===== config.mk =====
export PLATFORM = sky130hd
export DESIGN_NAME = psram_rfsh_ctrl
export DESIGN_NICKNAME = d
export VERILOG_FILES = /design/src/rtl/psram_rfsh_pkg.sv /design/src/rtl/rfsh_row_counter.sv /design/src/rtl/rfsh_self_timer.sv /design/src/rtl/row_src_mux.sv /design/src/rtl/psram_rfsh_ctrl.sv
export SDC_FILE = /design/constraint.sdc
export NUM_CORES = 1
export LEC_CHECK = 0
export ABC_AREA = 1
export BUFFER_PORTS_ARGS = -buffer_cell sky130_fd_sc_hd__buf_2
export CAP_MARGIN = 20
export CORE_MARGIN = 1.5
export CORE_UTILIZATION = 40
export DETAILED_ROUTE_END_ITERATION = 10
export GPL_TIMING_DRIVEN = 0
export PLACE_DENSITY = 0.65
export RECOVER_POWER = 50
export SETUP_SLACK_MARGIN = 0.5
export SKIP_LAST_GASP = 1
export SLEW_MARGIN = 20
export SYNTH_ARGS = -nofsm -noshare
export SYNTH_HDL_FRONTEND = slang
export SYNTH_SLANG_ARGS = --single-unit
export TNS_END_PERCENT = 10

===== constraint.sdc =====
create_clock -name clk -period 1.7 [get_ports clk]
set_input_delay 0.085 -clock clk [delete_from_list [all_inputs] [get_ports clk]]
set_output_delay 0.085 -clock clk [all_outputs]
set_load 0.03 [all_outputs]

===== src/rtl/psram_rfsh_pkg.sv =====
package psram_rfsh_pkg;

    typedef enum logic [2:0] {
        ST_IDLE,
        ST_ACC,
        ST_AUTO,
        ST_SWAIT,
        ST_SACT,
        ST_RECOV
    } rf_state_e;

endpackage


===== src/rtl/rfsh_row_counter.sv =====
module rfsh_row_counter #(
    parameter int ROW_W = 9
) (
    input  logic             clk,
    input  logic             rst_n,
    input  logic             step,
    output logic [ROW_W-1:0] cnt
);
    logic [ROW_W-1:0] cnt_d, cnt_q;

    always_comb begin
        cnt_d = cnt_q;
        if (step) cnt_d = cnt_q + 1'b1;
    end

    always_ff @(posedge clk) begin
        if (!rst_n) cnt_q <= '0;
        else        cnt_q <= cnt_d;
    end

    assign cnt = cnt_q;
endmodule


===== src/rtl/rfsh_self_timer.sv =====
module rfsh_self_timer #(
    parameter int THRESH = 2000,
    parameter int PERIOD = 1953
) (
    input  logic clk,
    input  logic rst_n,
    input  logic strobe_low,
    input  logic run,
    output logic self_req,
    output logic tick
);
    localparam int LW = $clog2(THRESH + 1);
    localparam int PW = (PERIOD > 1) ? $clog2(PERIOD) : 1;
    localparam logic [LW-1:0] LOW_LIM  = LW'(THRESH);
    localparam logic [PW-1:0] PER_LAST = PW'(PERIOD - 1);

    logic [LW-1:0] low_d, low_q;
    logic [PW-1:0] per_d, per_q;

    always_comb begin
        low_d = low_q;
        if (!strobe_low)          low_d = '0;
        else if (low_q != LOW_LIM) low_d = low_q + 1'b1;

        per_d = per_q;
        if (!run)                  per_d = '0;
        else if (per_q == PER_LAST) per_d = '0;
        else                       per_d = per_q + 1'b1;
    end

    always_ff @(posedge clk) begin
        if (!rst_n) begin
            low_q <= '0;
            per_q <= '0;
        end else begin
            low_q <= low_d;
            per_q <= per_d;
        end
    end

    assign self_req = (low_q == LOW_LIM);
    assign tick     = run && (per_q == PER_LAST);
endmodule


===== src/rtl/row_src_mux.sv =====
module row_src_mux #(
    parameter int ADDR_W = 16,
    parameter int ROW_W  = 9
) (
    input  logic [ADDR_W-1:0] addr,
    input  logic [ROW_W-1:0]  pend_row,
    input  logic [ROW_W-1:0]  int_row,
    input  logic              use_pend,
    input  logic              sel_int,
    output logic [ROW_W-1:0]  ext_lo,
    output logic [ROW_W-1:0]  row_sel
);
    assign ext_lo = addr[ROW_W-1:0];

    generate
        if (ADDR_W > ROW_W) begin : g_hi
            logic unused_hi;
            assign unused_hi = ^addr[ADDR_W-1:ROW_W];
        end
    endgenerate

    always_comb begin
        if (sel_int)       row_sel = int_row;
        else if (use_pend) row_sel = pend_row;
        else               row_sel = ext_lo;
    end
endmodule


===== src/rtl/psram_rfsh_ctrl.sv =====
module psram_rfsh_ctrl
    import psram_rfsh_pkg::*;
#(
    parameter int ADDR_W      = 16,
    parameter int ROW_W       = 9,
    parameter int ACT_CYC     = 4,
    parameter int SELF_THRESH = 2000,
    parameter int REF_WINDOW  = 2000000,
    parameter int SELF_PERIOD = REF_WINDOW / (2 * (1 << ROW_W)),
    parameter int RECOV_CYC   = 40
) (
    input  logic              clk,
    input  logic              rst_n,
    input  logic              ce_n,
    input  logic              rfsh_n,
    input  logic [ADDR_W-1:0] addr,
    output logic [ROW_W-1:0]  row_addr,
    output logic              row_act,
    output logic              busy
);
    localparam int CMAX = (ACT_CYC > RECOV_CYC) ? ACT_CYC : RECOV_CYC;
    localparam int CW   = $clog2(CMAX + 1);
    localparam logic [CW-1:0] ACT_LAST = CW'(ACT_CYC - 1);
    localparam logic [CW-1:0] REC_LAST = CW'(RECOV_CYC - 1);

    typedef struct packed {
        rf_state_e        st;
        logic [CW-1:0]    cnt;
        logic [ROW_W-1:0] row;
        logic             pend;
        logic [ROW_W-1:0] pend_row;
        logic             ce_prev;
        logic             rf_prev;
    } ctl_t;

    localparam ctl_t CTL_RST = '{
        st: ST_IDLE, cnt: '0, row: '0, pend: 1'b0,
        pend_row: '0, ce_prev: 1'b1, rf_prev: 1'b1
    };

    ctl_t ctl_d, ctl_q;

    logic             ce_fall, rf_fall;
    logic             sel_int, step, run_self;
    logic             self_req, self_tick;
    logic [ROW_W-1:0] int_row, ext_lo, row_sel;

    assign ce_fall  = ctl_q.ce_prev && !ce_n;
    assign rf_fall  = ctl_q.rf_prev && !rfsh_n;
    assign run_self = (ctl_q.st == ST_SWAIT) || (ctl_q.st == ST_SACT);
    assign sel_int  = (ctl_q.st == ST_SWAIT) ||
                      ((ctl_q.st == ST_IDLE) && !ctl_q.pend && !(ce_fall && rfsh_n));

    rfsh_row_counter #(.ROW_W(ROW_W)) u_cnt (
        .clk   (clk),
        .rst_n (rst_n),
        .step  (step),
        .cnt   (int_row)
    );

    rfsh_self_timer #(.THRESH(SELF_THRESH), .PERIOD(SELF_PERIOD)) u_tmr (
        .clk        (clk),
        .rst_n      (rst_n),
        .strobe_low (!rfsh_n),
        .run        (run_self),
        .self_req   (self_req),
        .tick       (self_tick)
    );

    row_src_mux #(.ADDR_W(ADDR_W), .ROW_W(ROW_W)) u_mux (
        .addr     (addr),
        .pend_row (ctl_q.pend_row),
        .int_row  (int_row),
        .use_pend (ctl_q.pend),
        .sel_int  (sel_int),
        .ext_lo   (ext_lo),
        .row_sel  (row_sel)
    );

    always_comb begin
        ctl_d         = ctl_q;
        ctl_d.ce_prev = ce_n;
        ctl_d.rf_prev = rfsh_n;
        step          = 1'b0;

        unique case (ctl_q.st)
            ST_IDLE: begin
                if (ctl_q.pend) begin
                    ctl_d.st   = ST_ACC;
                    ctl_d.cnt  = ACT_LAST;
                    ctl_d.row  = row_sel;
                    ctl_d.pend = 1'b0;
                end else if (ce_fall && rfsh_n) begin
                    ctl_d.st  = ST_ACC;
                    ctl_d.cnt = ACT_LAST;
                    ctl_d.row = row_sel;
                end else if (rf_fall && ce_n) begin
                    ctl_d.st  = ST_AUTO;
                    ctl_d.cnt = ACT_LAST;
                    ctl_d.row = row_sel;
                end else if (self_req && !rfsh_n && ce_n) begin
                    ctl_d.st = ST_SWAIT;
                end
            end
            ST_ACC: begin
                if (ctl_q.cnt == '0) ctl_d.st  = ST_IDLE;
                else                 ctl_d.cnt = ctl_q.cnt - 1'b1;
            end
            ST_AUTO: begin
                if (ctl_q.cnt == '0) begin
                    ctl_d.st = ST_IDLE;
                    step     = 1'b1;
                end else begin
                    ctl_d.cnt = ctl_q.cnt - 1'b1;
                end
            end
            ST_SWAIT: begin
                if (rfsh_n) begin
                    ctl_d.st  = ST_RECOV;
                    ctl_d.cnt = REC_LAST;
                end else if (self_tick) begin
                    ctl_d.st  = ST_SACT;
                    ctl_d.cnt = ACT_LAST;
                    ctl_d.row = row_sel;
                end
            end
            ST_SACT: begin
                if (ctl_q.cnt == '0) begin
                    step = 1'b1;
                    if (rfsh_n) begin
                        ctl_d.st  = ST_RECOV;
                        ctl_d.cnt = REC_LAST;
                    end else begin
                        ctl_d.st = ST_SWAIT;
                    end
                end else begin
                    ctl_d.cnt = ctl_q.cnt - 1'b1;
                end
            end
            ST_RECOV: begin
                if (ctl_q.cnt == '0) ctl_d.st  = ST_IDLE;
                else                 ctl_d.cnt = ctl_q.cnt - 1'b1;
            end
            default: ctl_d.st = ST_IDLE;
        endcase

        if (ce_fall && (ctl_q.st inside {ST_AUTO, ST_SWAIT, ST_SACT, ST_RECOV})) begin
            ctl_d.pend     = 1'b1;
            ctl_d.pend_row = ext_lo;
        end
    end

    always_ff @(posedge clk) begin
        if (!rst_n) ctl_q <= CTL_RST;
        else        ctl_q <= ctl_d;
    end

    assign row_addr = ctl_q.row;
    assign row_act  = ctl_q.st inside {ST_ACC, ST_AUTO, ST_SACT};
    assign busy     = ctl_q.pend || (ctl_q.st inside {ST_AUTO, ST_SWAIT, ST_SACT, ST_RECOV});
endmodule


==> run metrics <==
status completed; TritonCTS clock tree done; Max Cap Violations 0; RSZ-0062 raised after global routing yes; sequential share of the synthesized area 37.84%; Die Y 92.82 µm; final hold violations 0; area taken by multi-input logic gates 1888 µm²; R2R depth 8; Max Clk Rate 0.6294 GHz; DP Wirelength 5015 µm; DRT Pass-1 Iters 4; CTS clk-pin slew, worst paths 0.06 ns; setup TNS 0 ns; initial core utilization 41.54%; power per cell area 1665 nW/µm²; Max transition margin 56.51%; I/O pins 31; Die Wd 92.82 µm; Worst-Margin Slew 0.6523 ns; crit share post-route 93.46%; Post-Syn Area 3227 µm²; Distinct cells, synth 34; latest clock arrival within the worst-skew pair 0.33 ns; via count 3148; Final nets 568; Fillers 786; diode count 0; Routed Antenna Nets 0; Core ar. 7767 µm²; critical path data required time 1.62 ns; Synth area leader dfxtp_1; drt via density 4.866; final-report setup violation count 0; layout cells sized above 1 25.87%; Cell Rows 32; Area contributors post-synth dfxtp_1 (38%), nand2_1 (13%), inv_1 (7.6%); first-pass GRT wire length 12500 µm; Buffers on Ports 22; Syn Inst Count 487; Pleak 1.756 nW; Crit Path Class reg2out; Area growth syn-to-layout 30.75%; Total GRT Usage 18.07%; initial antenna violation count 0; WP data arrival 1.50 ns; Synth warnings 0; hold path depth 3; Max Clock Skew 0.01032 ns; CTS Sinks 61; post-synthesis register bit count 61; global placement routability congestion 0.8534; CTS buffer count 9; syn nets 514; CTS Root Cell clkbuf_8; Worst Hold Slack 0.02718 ns; drt drc 0; vias in the first global route 2884; Tmin final 1.589 ns; Max VDD drop 0.7318 mV; area share of the largest cell type after synthesis 37.84%; kind of end point of the critical path output port; Syn Area/Cell 6.626 µm²; initial DRC count 148; CP max FO 6; H-tree level count 3; Reg area 1240 µm²; GR Overflow Total 0; HP Class in2reg; CTS Buffer Depth 2; largest net degree at the start of global routing 11; WL final 7547 µm; Critical Path Start Type flip-flop; per-cell routed wire length 11.66 µm; Slew Viols, Final 0; full die area 8615 µm²
-- power by group --
group          internal, mW  switching (mW)
clock network         0.856           0.555
registers              1.73           0.204
logic                  1.47            2.21
total                  4.06            2.97
-- per-layer routing --
layer | track usage [%] | vias to the layer above | wire length, µm | share of wire [%]
li1 | - | 1659 | - | -
met1 | 24.47 | 1421 | 3764 | 50
met2 | 27.98 | 58 | 3352 | 44
met3 | 4.680 | 10 | 309 | 4.1
met4 | 5.682 | 0 | 121 | 1.6
met5 | 0 | - | 0 | 0
-- critical path: stages (launching register included) --
cell and delay [ns]:
dfxtp_4 0.39, nor2_4 0.06, nand2_1 0.11, o211ai_1 0.16
or2_2 0.31, buf_6 0.14
-- through the flow --
step                worst slack, ns  utilization [%]  instances  power [mW]  cell area (µm²)
finish                       0.1111            54.32        647       7.027             4219
global route                0.05990            54.32        647       7.554             4219
CTS                          0.1711            52.14        643       6.696             4050
detailed placement          0.01310            45.23        611       4.813             3513
global placement            0.04398            45.23        611       4.779             3513
floorplan                    0.2968                -        487       4.217             3276
-- final timing paths --
check / endpoint / slack [ns] / startpoint
worst min-delay path: ctl_q[10] / 0.03 / addr[8]
worst max register to register: ctl_q[9] / 0.17 / ctl_q[28]
worst min register to register: u_tmr.per_q[10] / 0.47 / u_tmr.per_q[10]
worst max-delay path: busy / 0.11 / ctl_q[28]
-- cell usage in the layout (no fill, tap or decap), types with 3 or more instances in the layout --
master,n
nand2_1,99
inv_1,59
dfxtp_1,52
nor2_1,43
a21oi_1,39
o21ai_0,29
buf_4,22
nand2_2,14
clkbuf_1,14
nor2_2,13
nand3_1,12
clkbuf_8,12
nand4_1,12
buf_2,11
inv_2,10
nor2_4,10
o21ai_1,10
dlygate4sd3_1,8
nand2_4,7
nor3_1,7
dfxtp_2,6
ha_1,5
o211ai_1,4
o21ai_2,4
buf_6,4
nand3_2,3
dfxtp_4,3
-- timing repair --
item	4_1_cts	5_1_grt
hold endpoints to repair	8	0
pin swaps	11	19
buffers inserted	8	4
resized for setup	49	50
hold buffers	8	0
endpoints found under the setup margin	56	58
gates cloned	1	0
-- final cells by class --
class / instances / area share (%)
timing repair buffer: 43 / 7.355
clock inverter: 4 / 1.720
multi-input combinational: 335 / 44.75
tap: 102 / 3.025
sequential: 61 / 29.39
buffer: 20 / 4.004
inverter: 71 / 6.406
clock buffer: 11 / 3.351
-- synth_stat cells, drive strengths merged --
cell,number
nor3b,1
or2,2
o211ai,4
nor3,10
buf,16
nor2,66
xnor2,2
xor2,2
a21oi,41
nor4,1
o211a,1
a31oi,1
dfxtp,61
clkbuf,4
nand2,120
o21ai,45
nand3,17
o21a,1
and2,1
and3,1
ha,7
inv,71
nand4,12
-- sequential cells by signal, indices dropped and copies added (netlist names) --
signal and flops:
row_addr 9, ctl_q 21, u_tmr.per_q 11, u_cnt.cnt 9, u_tmr.low_q 11
-- logic make-up after synthesis --
family	synth area share [%]
buffers and inverters	12.25
AOI/OAI and AO/OA	15.36
xor gates and xnor gates	1.086
DFF	37.84
and+or+nand+nor	30.75
adders and majority gates	2.714
Note: power is estimated with default switching activity, not from simulation.
